$ cat src/rtl/bfu_pkg.sv
package bfu_pkg;

  typedef enum logic [2:0] {
    BF_INS_W      = 3'd0,
    BF_EXT_W      = 3'd1,
    BF_INS_D      = 3'd2,
    BF_EXT_D      = 3'd3,
    BF_PICK_W     = 3'd4,
    BF_PICK_D     = 3'd5,
    BF_ZERO_IF_Z  = 3'd6,
    BF_ZERO_IF_NZ = 3'd7
  } bf_op_e;

  // Operations that take a bit range; bit 0 then selects extract.
  function automatic logic is_field_op(input bf_op_e op);
    return (op == BF_INS_W) || (op == BF_EXT_W) ||
           (op == BF_INS_D) || (op == BF_EXT_D);
  endfunction

endpackage

$ cat src/rtl/bf_field.sv
// Insert or extract over a field of width W, bounds given as bit indices.
module bf_field #(
  parameter int W = 64
) (
  input  logic [W-1:0]         src,
  input  logic [W-1:0]         old,
  input  logic [$clog2(W)-1:0] ms,
  input  logic [$clog2(W)-1:0] ls,
  input  logic                 extract,
  output logic [W-1:0]         result,
  output logic                 inverted
);
  localparam int PW = $clog2(W);
  localparam logic [PW-1:0] TOP = PW'(W - 1);

  logic [W-1:0] lo_mask;   // ones at ls and above
  logic [W-1:0] hi_mask;   // ones at ms and below
  logic [W-1:0] field;

  always_comb begin
    lo_mask  = {W{1'b1}} << ls;
    hi_mask  = {W{1'b1}} >> (TOP - ms);
    field    = lo_mask & hi_mask;
    inverted = (ls > ms);
    if (extract) result = (src & hi_mask) >> ls;
    else         result = (old & ~field) | ((src << ls) & field);
  end
endmodule

$ cat src/rtl/bf_pick.sv
// Byte-aligned window across two concatenated sources, both widths.
module bf_pick #(
  parameter int DATA_W = 64
) (
  input  logic [DATA_W-1:0]           rj,
  input  logic [DATA_W-1:0]           rk,
  input  logic [$clog2(DATA_W/8)-1:0] sa,
  output logic [DATA_W-1:0]           res_d,
  output logic [DATA_W-1:0]           res_w
);
  localparam int SA_W  = $clog2(DATA_W/8);
  localparam int HALF  = DATA_W / 2;
  localparam int SHD_W = $clog2(2 * DATA_W);
  localparam int SHW_W = $clog2(DATA_W);

  logic [2*DATA_W-1:0] cat_d, sh_d;
  logic [DATA_W-1:0]   cat_w, sh_w;
  logic [SHD_W-1:0]    amt_d;
  logic [SHW_W-1:0]    amt_w;
  logic [SA_W-2:0]     sa_w;

  always_comb begin
    sa_w  = sa[SA_W-2:0];
    amt_d = SHD_W'(DATA_W) - SHD_W'({sa, 3'b000});
    amt_w = SHW_W'(HALF)   - SHW_W'({sa_w, 3'b000});
    cat_d = {rk, rj};
    cat_w = {rk[HALF-1:0], rj[HALF-1:0]};
    sh_d  = cat_d >> amt_d;
    sh_w  = cat_w >> amt_w;
    res_d = sh_d[DATA_W-1:0];
    res_w = {{HALF{sh_w[HALF-1]}}, sh_w[HALF-1:0]};
  end
endmodule

$ cat src/rtl/bf_mask.sv
// Pass rj or force zero depending on whether rk is zero.
module bf_mask #(
  parameter int DATA_W = 64
) (
  input  logic [DATA_W-1:0] rj,
  input  logic [DATA_W-1:0] rk,
  input  logic              zero_on_nonzero,
  output logic [DATA_W-1:0] result
);
  logic rk_zero;
  always_comb begin
    rk_zero = (rk == '0);
    if (zero_on_nonzero ? !rk_zero : rk_zero) result = '0;
    else                                       result = rj;
  end
endmodule

$ cat src/rtl/bitfield_unit.sv
module bitfield_unit #(
  parameter int DATA_W = 64
) (
  input  logic                            clk,
  input  logic                            rst_n,
  input  logic                            in_valid,
  output logic                            in_ready,
  input  logic [2:0]                      in_op,
  input  logic [DATA_W-1:0]               in_rj,
  input  logic [DATA_W-1:0]               in_rk,
  input  logic [DATA_W-1:0]               in_rd_old,
  input  logic [$clog2(DATA_W)-1:0]       in_ms,
  input  logic [$clog2(DATA_W)-1:0]       in_ls,
  input  logic [$clog2(DATA_W/8)-1:0]     in_sa,
  output logic                            out_valid,
  input  logic                            out_ready,
  output logic [DATA_W-1:0]               out_result,
  output logic                            out_illegal
);
  import bfu_pkg::*;

  localparam int POS_W = $clog2(DATA_W);
  localparam int NFORM = 2;   // index 0: doubleword, index 1: word

  bf_op_e              op;
  logic [DATA_W-1:0]   fld_res [NFORM];
  logic                fld_inv [NFORM];
  logic [DATA_W-1:0]   pick_d, pick_w, mask_res;
  logic [DATA_W-1:0]   nxt_result;
  logic                nxt_illegal;
  logic                accept;

  assign op = bf_op_e'(in_op);

  for (genvar g = 0; g < NFORM; g++) begin : g_form
    localparam int FW  = DATA_W >> g;
    localparam int FPW = $clog2(FW);
    logic [FW-1:0] r;
    logic          inv;
    bf_field #(.W(FW)) u_field (
      .src      (in_rj[FW-1:0]),
      .old      (in_rd_old[FW-1:0]),
      .ms       (in_ms[FPW-1:0]),
      .ls       (in_ls[FPW-1:0]),
      .extract  (in_op[0]),
      .result   (r),
      .inverted (inv)
    );
    if (FW == DATA_W) begin : g_full
      assign fld_res[g] = r;
    end else begin : g_sext
      assign fld_res[g] = {{(DATA_W-FW){r[FW-1]}}, r};
    end
    assign fld_inv[g] = inv;
  end

  bf_pick #(.DATA_W(DATA_W)) u_pick (
    .rj    (in_rj),
    .rk    (in_rk),
    .sa    (in_sa),
    .res_d (pick_d),
    .res_w (pick_w)
  );

  bf_mask #(.DATA_W(DATA_W)) u_mask (
    .rj              (in_rj),
    .rk              (in_rk),
    .zero_on_nonzero (in_op[0]),
    .result          (mask_res)
  );

  always_comb begin
    nxt_illegal = 1'b0;
    nxt_result  = mask_res;
    unique case (op)
      BF_INS_W, BF_EXT_W: begin
        nxt_illegal = fld_inv[1];
        nxt_result  = fld_res[1];
      end
      BF_INS_D, BF_EXT_D: begin
        nxt_illegal = fld_inv[0];
        nxt_result  = fld_res[0];
      end
      BF_PICK_W:                   nxt_result = pick_w;
      BF_PICK_D:                   nxt_result = pick_d;
      BF_ZERO_IF_Z, BF_ZERO_IF_NZ: nxt_result = mask_res;
      default:                     nxt_result = mask_res;
    endcase
    if (is_field_op(op) && nxt_illegal) nxt_result = in_rd_old;
  end

  assign in_ready = !out_valid || out_ready;
  assign accept   = in_valid && in_ready;

  always_ff @(posedge clk or negedge rst_n) begin
    if (!rst_n) begin
      out_valid   <= 1'b0;
      out_result  <= '0;
      out_illegal <= 1'b0;
    end else begin
      if (accept) begin
        out_valid   <= 1'b1;
        out_result  <= nxt_result;
        out_illegal <= nxt_illegal;
      end else if (out_ready) begin
        out_valid   <= 1'b0;
      end
    end
  end

endmodule

$ cat config.mk
export PLATFORM = sky130hd
export DESIGN_NAME = bitfield_unit
export DESIGN_NICKNAME = d
export VERILOG_FILES = /design/src/rtl/bfu_pkg.sv /design/src/rtl/bf_field.sv /design/src/rtl/bf_pick.sv /design/src/rtl/bf_mask.sv /design/src/rtl/bitfield_unit.sv
export SDC_FILE = /design/constraint.sdc
export NUM_CORES = 1
export LEC_CHECK = 0
export ABC_AREA = 1
export BUFFER_PORTS_ARGS = -buffer_cell sky130_fd_sc_hd__buf_2
export CAP_MARGIN = 30
export CELL_PAD_IN_SITES_DETAIL_PLACEMENT = 1
export CELL_PAD_IN_SITES_GLOBAL_PLACEMENT = 2
export CORE_MARGIN = 2
export CORE_UTILIZATION = 29
export DETAILED_ROUTE_END_ITERATION = 6
export PLACE_DENSITY = 0.83
export REMOVE_ABC_BUFFERS = 1
export SLEW_MARGIN = 40
export SYNTH_ARGS = -nofsm -noshare
export SYNTH_HDL_FRONTEND = slang
export SYNTH_SLANG_ARGS = --single-unit
export TNS_END_PERCENT = 100
$ cat constraint.sdc
create_clock -name clk -period 1.9 [get_ports clk]
set_input_delay 0.095 -clock clk [delete_from_list [all_inputs] [get_ports clk]]
set_output_delay 0.095 -clock clk [all_outputs]
set_load 0.1 [all_outputs]
== After elaboration in Yosys (flattened, before gate mapping) ==
Cells that the tools add are included.
Cells by class
  add/sub/neg operators: 4
  $lt $le $gt $ge: 2
  equal/unequal tests: 7
  shift-type cells: 10
  multiplexer cells: 9
  bitwise operators: 12
  reductions and logical operators: 14
Operators by type and width (count)
  $pmux 64 s5: 1
  $and 64x64->64: 4
  $mux 64: 3
  $and 32x32->32: 4
  $shr 128x7->64: 1
  $logic_not 64->1: 1
  $not 64->64: 1
  $or 64x64->64: 1
  $shl 64x6->64: 1
  $shl 64x6->64 const A: 1
  $shr 64x6->32: 1
  $shr 64x6->64: 1
  $shr 64x6->64 const A: 1
  $mux 32: 1
  $not 32->32: 1
  $or 32x32->32: 1
  $shl 32x5->32: 1
  $shl 32x5->32 const A: 1
  $shr 32x5->32: 1
  $shr 32x5->32 const A: 1
  $eq 3x3->1 const B: 4
  $sub 7x6->7 const A: 1
  $eq 3x2->1 const B: 2
  $gt 6x6->1: 1
  other kinds (13): 22
Word-level totals
  flip-flop bits (word level): 66
  input bits: 214
  output and inout port bits: 67
  word-level logic and storage cells: 61

== Logic depth before layout (Yosys ltp) ==
Gate-level depths: netlist of the first run.
  word-level depth: 9
  depth in mapped cells: 22
  gate-level depth less buffers: 20

== Cells and area by module ==
Synthesis of the first run repeated with hierarchy kept, for this count alone.
Second synthesis, totals
  cell total of the unflattened synthesis: 5983
  area, all modules: 28451.0 um^2
By module, submodules not included
  bf_field (g_form[0].u_field): times used 1, cells an instance 2273, area each 10812.9 um^2, sequential area each 0.0 um^2
  bitfield_unit: times used 1, cells an instance 1158, area each 6424.9 um^2, sequential area each 1651.6 um^2
  bf_pick: times used 1, cells an instance 1325, area each 5705.5 um^2, sequential area each 0.0 um^2
  bf_field (g_form[1].u_field): times used 1, cells an instance 1026, area each 4619.4 um^2, sequential area each 0.0 um^2
  bf_mask: times used 1, cells an instance 201, area each 888.4 um^2, sequential area each 0.0 um^2

== Worst setup path before layout of the first run ==
No wires, ideal clock.
  path kind: register -> register
  from: reg out_valid
  to: reg out_result[10]
  library setup time: 0.068 ns
  arrival time: 2.863 ns
  data required time: 1.832 ns
  setup slack: -1.031 ns
  stages on the path, launching flop included: 7
  buffers on the path: 2
  period minus slack after synthesis: 2.931 ns
  path through: dfrtp_1 -> nand2_1 -> nand2_1 -> clkbuf_1 -> clkbuf_1 -> nand2_1 -> nand2_1
Between the ends
  cells in the longest elaborated chain, start to end: 3
RTL lines
  from (decl): line bitfield_unit.sv:15  | output logic out_valid,
  from (signal assigned): line bitfield_unit.sv:97  | out_valid <= 1'b0;
  from (signal assigned): line bitfield_unit.sv:102  | out_valid <= 1'b1;
  from (signal assigned): line bitfield_unit.sv:106  | out_valid <= 1'b0;
  $logic_not 1->1: line bitfield_unit.sv:92  | assign in_ready = !out_valid || out_ready;
  $logic_or 1x1->1: line bitfield_unit.sv:92
  via in_ready: line bitfield_unit.sv:7  | output logic in_ready,
  $logic_and 1x1->1: line bitfield_unit.sv:93  | assign accept = in_valid && in_ready;
  to (signal assigned): line bitfield_unit.sv:103  | out_result <= nxt_result;
  to (decl): line bitfield_unit.sv:17  | output logic [DATA_W-1:0] out_result,
The timed path passes the listed nets, and every way through them passes these cells.
A chain may end at the register's enable or synchronous reset.

== Final worst setup path of the first run ==
  from: in in_ls[0]
  to: reg out_result[41]
Between the ends
  cells in the longest elaborated chain, start to end: 8
  elaborated cells between the ends (all ways): 24
  classes of those cells: 2 x order compare; 6 x shift; 5 x mux; 10 x bitwise; 1 x reduce/logical
RTL lines
  from (decl): line bitfield_unit.sv:13  | input logic [$clog2(DATA_W)-1:0] in_ls,
  $shl 64x6->64 or $shl 32x5->32 (tied branches): line bf_field.sv:21  | lo_mask = {W{1'b1}} << ls;
  $and 64x64->64 or $and 32x32->32 (tied branches): line bf_field.sv:23  | field = lo_mask & hi_mask;
  $not 64->64 or $not 32->32 (tied branches): line bf_field.sv:26  | else result = (old & ~field) | ((src << ls) & field);
  $and 64x64->64 or $and 32x32->32 (tied branches): line bf_field.sv:26
  $or 64x64->64 or $or 32x32->32 (tied branches): line bf_field.sv:26
  $mux 64 or $mux 32 (tied branches): line bf_field.sv:25  | if (extract) result = (src & hi_mask) >> ls;
  $pmux 64 s5: line bitfield_unit.sv:75  | unique case (op)
  $mux 64 (*): line bitfield_unit.sv:89  | if (is_field_op(op) && nxt_illegal) nxt_result = in_rd_old;
Every way passes the cells marked *; elsewhere a longest branch is shown, timed or not.

==> results of run 1 <==
[layer usage]
layer	vias to the layer above	share of wire [%]	GRT usage, %
met5	-	0.021	0
met4	6	11	44.4
met3	1049	12	16.6
met2	3011	41	78.3
met1	20500	36	62.1
li1	18200	-	-
[cells by family (layout without fill, tap and decap cells)]
logic type / count (synthesis) / in the layout / share of synthesized area, %
other: 0 / 11 / 0
xor gates and xnor gates: 1 / 1 / 0.0391
and+or+nand+nor: 2697 / 2697 / 50.8
buffers and inverters: 700 / 1988 / 12.6
AOI/OAI and AO/OA: 1141 / 1141 / 28.2
adders and majority gates: 7 / 7 / 0.391
DFF: 66 / 66 / 7.38
muxes: 14 / 14 / 0.626
[area by class of cell]
class / instances / area [um2]
repair buffers: 1611 / 13400
inverters: 361 / 1430
clock inverters: 5 / 30.0
flip-flops and latches: 66 / 1650
well taps: 1030 / 1290
fillers: 10600 / 36500
diodes: 11 / 27.5
clock buffers: 11 / 243
multi-input cells: 3860 / 21600
[registers in the layout (all words and copies together) (netlist names)]
register,cells
out_result,64
out_illegal,1
out_valid,1
[stage by stage]
stage	util, %	power (mW)	TNS, ps	setup WS [ps]
3_5_place_dp	44.7	15.2	-55340	-971
6_report	52.1	19.4	-9390	-281
2_1_floorplan	-	8.23	-238710	-3980
4_1_cts	49.0	18.0	-1340	-100
5_1_grt	52.1	19.9	-12920	-308
3_3_place_gp	44.7	15.1	-54080	-947
[cell usage after synthesis (5+ instances only)]
library cell	count	share of area, %
a21oi_1	306	6.8
nor2_2	5	0.14
nand3_1	692	15
o22ai_1	32	0.89
o21bai_1	11	0.37
buf_6	10	0.50
buf_1	72	1.2
nor4_1	9	0.25
inv_1	338	5.7
inv_2	20	0.34
nor3_1	67	1.5
nand4_1	42	1.2
o31ai_1	14	0.47
nor2_1	290	4.9
nand2_1	1543	26
a31oi_1	24	0.67
o21ai_0	493	11
nand3b_1	7	0.23
mux2i_1	14	0.63
o211ai_1	86	2.9
a22oi_1	14	0.47
or2_1	6	0.17
dfrtp_1	66	7.4
or2_2	23	0.64
a211oi_1	29	0.97
buf_4	5	0.17
o21ai_1	93	2.1
a311oi_1	9	0.35
clkbuf_1	172	2.9
buf_2	80	1.8
o21a_1	10	0.34
ha_1	7	0.39
[timing repair]
action	CTS	global route
pin swaps	119	180
setup buffers	46	38
resized for setup	651	465
cloned	8	9
hold buffers	2	0
endpoints found under the hold margin	26	0
endpoints found under the setup margin	65	64
[report_power, final]
part / total [mW] / switching (mW) / internal, mW
combinational: 15.6 / 10.5 / 5.10
sequential: 1.90 / 0.196 / 1.70
clock: 1.84 / 0.928 / 0.915
total: 19.4 / 11.7 / 7.71
[path summary, 6_finish.rpt]
path | start | endpoint | cells past startpoint
max | in_ls[0] | out_result[41] | 21
min | in_rd_old[27] | out_result[27] | 3
max reg2reg | out_valid | out_result[35] | 7
min reg2reg | out_result[60] | out_result[60] | 2
max in group asynchronous | rst_n | out_result[35] | 3
min in group asynchronous | rst_n | out_result[38] | 2
[placed cells by master (no fill, tap or decap), types with 68 or more instances in the layout]
master / instances
nand2_1: 1342
o211ai_1: 86
buf_4: 1147
inv_1: 314
o21ai_1: 100
nand2_2: 153
nand3_2: 198
buf_12: 97
a21oi_1: 260
buf_6: 68
buf_2: 265
o21ai_2: 78
nand3_1: 457
o21ai_0: 393
nor2_1: 241
[critical path, delay by kind of cell]
family,cells,cell delay [ps]
AOI/OAI and AO/OA,3,340
buffers and inverters,7,1170
and+or+nand+nor,11,870
==> impl_metrics.env, run 1 <==
export IMPL_finalMaxSlewViolations=0
export IMPL_violations="DRC, setup timing"
export IMPL_end_kind="flip-flop"
export IMPL_antenna_found_initial=18
export IMPL_layout_drive_gt1_share_pct=40.6
export IMPL_synth_distinct_cells=55
export IMPL_core_area_um2=76200
export IMPL_die_area_um2=79400
export IMPL_cts_sinks=66
export IMPL_gp_congestion=1.18
export IMPL_cpMaxStageDelayCell="buf_6"
export IMPL_cts_tree="done"
export IMPL_finalClockSkew_ps=14.6
export IMPL_initial_utilization_pct=29.4
export IMPL_final_min_clock_period_ps=2180
export IMPL_hold_ws_ps=19.2
export IMPL_fin_nets=6130
export IMPL_report_final_setup_viol=64
export IMPL_grt_pass1_wl_um=300000
export IMPL_cap_violations=0
export IMPL_h_tree_depth=3
export IMPL_design_area_um2=39700
export IMPL_die_h_um=282
export IMPL_max_slew_margin_pct=54.5
export IMPL_yosysWarnings=0
export IMPL_cts_buffer_depth=2
export IMPL_overflow=0
export IMPL_path_clk_slew_ps=80
export IMPL_syn_inst=4626
export IMPL_stdcell_count=6955
export IMPL_dr_pass1_iters=7
export IMPL_critical_path_cell_chain="buf_16, clkinv_8, buf_12, buf_8, nand2_4, o21ai_4, nand2_1, o21ai_1, buf_4, nand2_4, nand3_4, nand3_4, nand3_2, nand2_2, nand2_2, a21oi_4, buf_6, clkbuf_16, nand3_2, nand2_2, nand2_1"
export IMPL_tightest_slew_ps=683
export IMPL_cts_root_buf="clkbuf_16"
export IMPL_port_buffers=280
export IMPL_row_count=101
export IMPL_p_leak_nw=19.8
export IMPL_timing_final_ws_setup_ps=-281
export IMPL_grt_max_degree=55
export IMPL_placed_cells=6831
export IMPL_ant_nets=0
export IMPL_grt_use_total_pct=52.9
export IMPL_status="finished, violations left"
export IMPL_synth_edf_count=0
export IMPL_yosysSeqAreaShare_pct=7.38
export IMPL_worstHoldPathType="in2reg"
export IMPL_viasPerCell=6.14
export IMPL_ir_worst_vdd_mv=0.530
export IMPL_p_per_area_nw_per_um2=488
export IMPL_worstPathArrival_ps=2480
export IMPL_dpl_cell_area_um2=34100
export IMPL_crit_type="in2reg"
export IMPL_critPathLaunchType="input pin"
export IMPL_grt_pass1_vias=41200
export IMPL_period_share_pct=115
export IMPL_insertion_delay_ps=400
export IMPL_max_freq_ghz=0.459
export IMPL_required_ps=2200
export IMPL_avgSynthCellArea_um2=4.84
export IMPL_async_flop_share_pct=100
export IMPL_num_vias=42700
export IMPL_syn2layout_area_growth_pct=77.4
export IMPL_wl_per_cell_um=31.8
export IMPL_yosys_register_bits=66
export IMPL_ios=281
export IMPL_synth_ff_type="dfrtp_1"
export IMPL_crit_top_cell="nand2_2"
export IMPL_die_w_um=282
export IMPL_drt_iter0_markers=5478
export IMPL_drc=3
export IMPL_wl_um=221000
export IMPL_grt_setup_unrepaired="yes"
export IMPL_hpwlAfterDp_um=176000
export IMPL_finalHoldViolCount=0
export IMPL_cts_made_buffers=9
export IMPL_critPathMaxFanout=8
export IMPL_cpPeakStageDelay_ps=220
export IMPL_rrSetupSlack_ps=380
export IMPL_syn_area_um2=22400
Power figures use the tool's default switching activity.
==> run 2: changes to the inputs <==
--- a/config.mk
+++ b/config.mk
@@ -5,18 +5,18 @@
 export SDC_FILE = /design/constraint.sdc
 export NUM_CORES = 1
 export LEC_CHECK = 0
-export ABC_AREA = 1
 export BUFFER_PORTS_ARGS = -buffer_cell sky130_fd_sc_hd__buf_2
 export CAP_MARGIN = 30
 export CELL_PAD_IN_SITES_DETAIL_PLACEMENT = 1
 export CELL_PAD_IN_SITES_GLOBAL_PLACEMENT = 2
 export CORE_MARGIN = 2
-export CORE_UTILIZATION = 29
+export CORE_UTILIZATION = 37
 export DETAILED_ROUTE_END_ITERATION = 6
-export PLACE_DENSITY = 0.83
+export PLACE_DENSITY = 0.85
 export REMOVE_ABC_BUFFERS = 1
 export SLEW_MARGIN = 40
 export SYNTH_ARGS = -nofsm -noshare
 export SYNTH_HDL_FRONTEND = slang
+export SYNTH_HIERARCHICAL = 1
 export SYNTH_SLANG_ARGS = --single-unit
 export TNS_END_PERCENT = 100
==> run 2 against run 1 <==
- the flow now stops in global routing
- area after synthesis up 30%
- synthesized cell count fell by 15%
==> impl_metrics.env, run 2 <==
export IMPL_status="aborted with a tool error"
export IMPL_lastStage="global routing"
export IMPL_first_error="[ERROR GRT-0116] Global routing finished with congestion. Check the congestion regions in the DRC Viewer."
export IMPL_synth_edf_count=0
export IMPL_avgSynthCellArea_um2=7.42
export IMPL_yosysSeqAreaShare_pct=5.68
export IMPL_synth_top_area_share_pct=13.8
export IMPL_grt_pass1_vias=56800
export IMPL_syn_area_um2=29100
export IMPL_pre_cts_ws_ps=-1850
export IMPL_cts_sinks=66
export IMPL_die_w_um=284
export IMPL_yosysWarnings=6
export IMPL_syn_inst=3917
export IMPL_yosys_register_bits=66
export IMPL_gp_congestion=1.23
export IMPL_overflow=150
export IMPL_synth_top_area_cell="mux2i_1"
export IMPL_async_flop_share_pct=100
export IMPL_grt_pass1_wl_um=440000
export IMPL_row_count=102
export IMPL_synth_ff_type="dfrtp_1"
export IMPL_initial_utilization_pct=37.5
export IMPL_cts_root_buf="clkbuf_16"
export IMPL_placed_cells=6147
export IMPL_cts_made_buffers=9
export IMPL_grt_max_degree=92
export IMPL_synth_area_leaders="mux2i_1 14%, mux4_2 8.2%, nand2_1 5.7%"
export IMPL_die_h_um=284
export IMPL_synth_most_common_cell="nand2_1"
export IMPL_synth_distinct_cells=119
export IMPL_ios=281
export IMPL_port_buffers=280
export IMPL_synthTopCellsByCount="442 x nand2_1, 402 x mux2i_1, 255 x o21ai_0"
export IMPL_grt_use_total_pct=73.7
export IMPL_hpwlAfterDp_um=177000
export IMPL_cts_buffer_depth=2
export IMPL_h_tree_depth=3
run 2: changes by cell type after synthesis, moves of 109 or more:
cell	before	now
a21oi_1	306	197
inv_1	338	61
mux2_2	0	147
mux2i_1	14	402
nand2_1	1543	442
nand2b_1	0	148
nand3_1	692	75
o21ai_0	493	255
run 2: cells by family after synthesis:
logic type	after synthesis	share of synthesized area [%]
compound gates	1399	34.9
simple gates	1252	20.9
mux	665	28.4
buf+inv	523	9.70
flops	66	5.68
fa+ha+maj	12	0.517
run 2: through the flow:
stage	hold WS, ps	TNS, ps	instance area, um2	util [%]
after global placement	109	-89730	40500	52.2
after detailed placement	116	-96460	40500	52.2
after CTS	29.4	-46180	44000	56.7
after floorplan	-201	-396980	26500	-
run 2: per-layer routing:
metal | GRT overflow | global-route usage [%]
met5 | 1 | 35.4
met4 | 80 | 71.2
met3 | 1 | 62.6
met2 | 65 | 86.5
met1 | 3 | 74.2
run 2: timing repair:
item	in CTS
endpoints found under the setup margin	65
resized for setup	487
gates cloned	12
pin swaps	107
endpoints found under the hold margin	30
hold buffers	1
buffers inserted	58
==> run 3: changes to the inputs <==
--- a/config.mk
+++ b/config.mk
@@ -7,12 +7,10 @@
 export LEC_CHECK = 0
 export BUFFER_PORTS_ARGS = -buffer_cell sky130_fd_sc_hd__buf_2
 export CAP_MARGIN = 30
-export CELL_PAD_IN_SITES_DETAIL_PLACEMENT = 1
-export CELL_PAD_IN_SITES_GLOBAL_PLACEMENT = 2
 export CORE_MARGIN = 2
-export CORE_UTILIZATION = 37
+export CORE_UTILIZATION = 25
 export DETAILED_ROUTE_END_ITERATION = 6
-export PLACE_DENSITY = 0.85
+export PLACE_DENSITY_LB_ADDON = 0.15
 export REMOVE_ABC_BUFFERS = 1
 export SLEW_MARGIN = 40
 export SYNTH_ARGS = -nofsm -noshare
==> run 3 against run 2 <==
- the flow now finishes, with violations (setup timing)
- area after synthesis is the same
- synthesized cell count is the same
==> impl_metrics.env, run 3 <==
export IMPL_status="finished, violations left"
export IMPL_violations="setup timing"
export IMPL_end_kind="flip-flop"
export IMPL_yosysSeqAreaShare_pct=5.68
export IMPL_max_freq_ghz=0.341
export IMPL_required_ps=2160
export IMPL_synth_area_leaders="mux2i_1 14%, mux4_2 8.2%, nand2_1 5.7%"
export IMPL_largest_reg_flops=64
export IMPL_reg_top3="out_result x64, out_illegal x1, out_valid x1"
export IMPL_cts_buffer_depth=2
export IMPL_final_cell_mix="1463 x buf_4, 436 x nand2_1, 364 x mux2i_1"
export IMPL_max_slew_margin_pct=42.5
export IMPL_fin_nets=5612
export IMPL_core_area_um2=116000
export IMPL_crit_type="in2reg"
export IMPL_period_share_pct=154
export IMPL_wl_per_cell_um=35.5
export IMPL_synthTopCellsByCount="442 x nand2_1, 402 x mux2i_1, 255 x o21ai_0"
export IMPL_critPathBufInv=8
export IMPL_ios=281
export IMPL_layout_drive_gt1_share_pct=48.6
export IMPL_synth_most_common_cell="nand2_1"
export IMPL_crit_top_cell="buf_4"
export IMPL_tightest_slew_ps=861
export IMPL_ant_nets=0
export IMPL_cpPeakStageDelay_ps=550
export IMPL_hold_ws_ps=64.5
export IMPL_fillers=12100
export IMPL_grt_pass1_vias=39200
export IMPL_wl_um=245000
export IMPL_final_common_cell="buf_4"
export IMPL_port_buffers=280
export IMPL_drt_iter0_markers=5792
export IMPL_synth_edf_count=0
export IMPL_worstHoldPathType="in2reg"
export IMPL_grt_setup_unrepaired="yes"
export IMPL_worstPathArrival_ps=3200
export IMPL_die_h_um=345
export IMPL_path_clk_slew_ps=60
export IMPL_grt_use_total_pct=39.2
export IMPL_overflow=0
export IMPL_p_leak_nw=20.0
export IMPL_viasPerCell=6.18
export IMPL_antenna_found_initial=22
export IMPL_timing_final_ws_setup_ps=-1030
export IMPL_initial_utilization_pct=25.1
export IMPL_num_vias=42700
export IMPL_die_w_um=345
export IMPL_critPathLaunchType="input pin"
export IMPL_cts_made_buffers=9
export IMPL_critical_path_cell_chain="buf_16, buf_6, buf_16, mux4_2, mux2_4, buf_4, mux2i_1, buf_4, mux2i_4, buf_4, mux2i_1, o22a_1, o21ai_2, buf_4, inv_1, o32ai_1, a21oi_2, o21ai_1"
export IMPL_min_path_cells=3
export IMPL_synth_distinct_cells=119
export IMPL_grt_max_degree=98
export IMPL_cts_tree="done"
export IMPL_drc=0
export IMPL_dr_pass1_iters=6
export IMPL_insertion_delay_ps=380
export IMPL_yosysWarnings=6
export IMPL_cap_violations=0
export IMPL_avgSynthCellArea_um2=7.42
export IMPL_async_flop_share_pct=100
export IMPL_synth_ff_type="dfrtp_1"
export IMPL_h_tree_depth=3
export IMPL_yosys_register_bits=66
export IMPL_cts_root_buf="clkbuf_16"
export IMPL_syn_inst=3917
export IMPL_row_count=125
export IMPL_finalClockSkew_ps=8.77
export IMPL_cp_top_family="multiplexers"
export IMPL_final_min_clock_period_ps=2930
export IMPL_finalHoldViolCount=0
export IMPL_syn2layout_area_growth_pct=62.5
export IMPL_synth_top_area_share_pct=13.8
export IMPL_cp_depth=18
export IMPL_gp_congestion=1.08
export IMPL_cpMaxStageDelayCell="mux4_2"
export IMPL_p_per_area_nw_per_um2=465
export IMPL_synth_top_area_cell="mux2i_1"
export IMPL_grt_pass1_wl_um=328000
export IMPL_worstRegToRegCells=5
export IMPL_total_power_mw=21.9
export IMPL_ir_worst_vdd_mv=0.478
export IMPL_die_area_um2=119000
export IMPL_final_setup_tns_ps=-56960
export IMPL_regMostFlops="out_result"
export IMPL_critPathMaxFanout=9
export IMPL_hpwlAfterDp_um=200000
export IMPL_syn_area_um2=29100
export IMPL_finalMaxSlewViolations=0
export IMPL_pre_cts_ws_ps=-2110
export IMPL_cts_sinks=66
export IMPL_report_final_setup_viol=65
## run 3: kinds of logic after synthesis
family                   after synthesis  synth area share (%)
adder cells (fa/ha/maj)               12                 0.517
multiplexers                         665                  28.4
buffers and inverters                523                  9.70
flip-flops                            66                  5.68
AND/OR/NAND/NOR                     1252                  20.9
AO/OA/AOI/OAI                       1399                  34.9
## run 3: final timing paths
path	from	to	slack, ps
setup / recovery	in_ls[0]	out_result[25]	-1030
hold / removal	in_rd_old[61]	out_result[61]	60
setup reg to reg	out_valid	out_result[8]	330
hold reg to reg	out_illegal	out_illegal	470
max in group asynchronous	rst_n	out_result[43]	1170
min in group asynchronous	rst_n	out_valid	130
## run 3: per-stage QoR
step	area (um2)	cells	utilization, %
2_1_floorplan	26500	3464	-
3_3_place_gp	42900	6827	37.1
3_5_place_dp	42900	6827	37.1
4_1_cts	45500	6872	39.3
5_1_grt	47200	6916	40.8
6_report	47200	6918	40.8
## run 3: final cells by class
class	instances	area [um2]	share of cell area, %
repair buffers	1911	15600	33.1
multi-input cells	3328	27400	58.0
clock inverters	6	114	0.241
diodes	3	7.51	0.0159
flip-flops and latches	66	1650	3.50
clock buffers	10	239	0.506
inverters	70	277	0.585
well taps	1524	1910	4.04
## run 3: what timing repair did
action / CTS / global route
pin swaps: 71 / 72
hold endpoints to repair: 67 / 0
endpoints found under the setup margin: 65 / 65
resized for setup: 359 / 260
hold buffers: 2 / 0
cloned: 6 / 10
setup buffers: 26 / 38
## run 3: report_power, final
group	total, mW	switching (mW)	internal, mW
Combinational	17.8	10.9	6.87
Sequential	2.01	0.334	1.68
Clock	2.12	0.803	1.32
Total	21.9	12.1	9.86
## run 3: tightest hold or removal path: cells and delay by family
family	cells	cell delay [ps]
buffers and inverters	1	110
AO/OA/AOI/OAI	2	200
## run 3: metal layers
layer / share of wire, % / track usage, % / up-vias / wire (um)
met5: 0.017 / 0 / - / 42
met4: 6.1 / 19.1 / 6 / 14900
met3: 10 / 8.11 / 530 / 25100
met2: 41 / 57.4 / 2795 / 101000
met1: 42 / 54.4 / 21200 / 104000
li1: - / - / 18200 / -
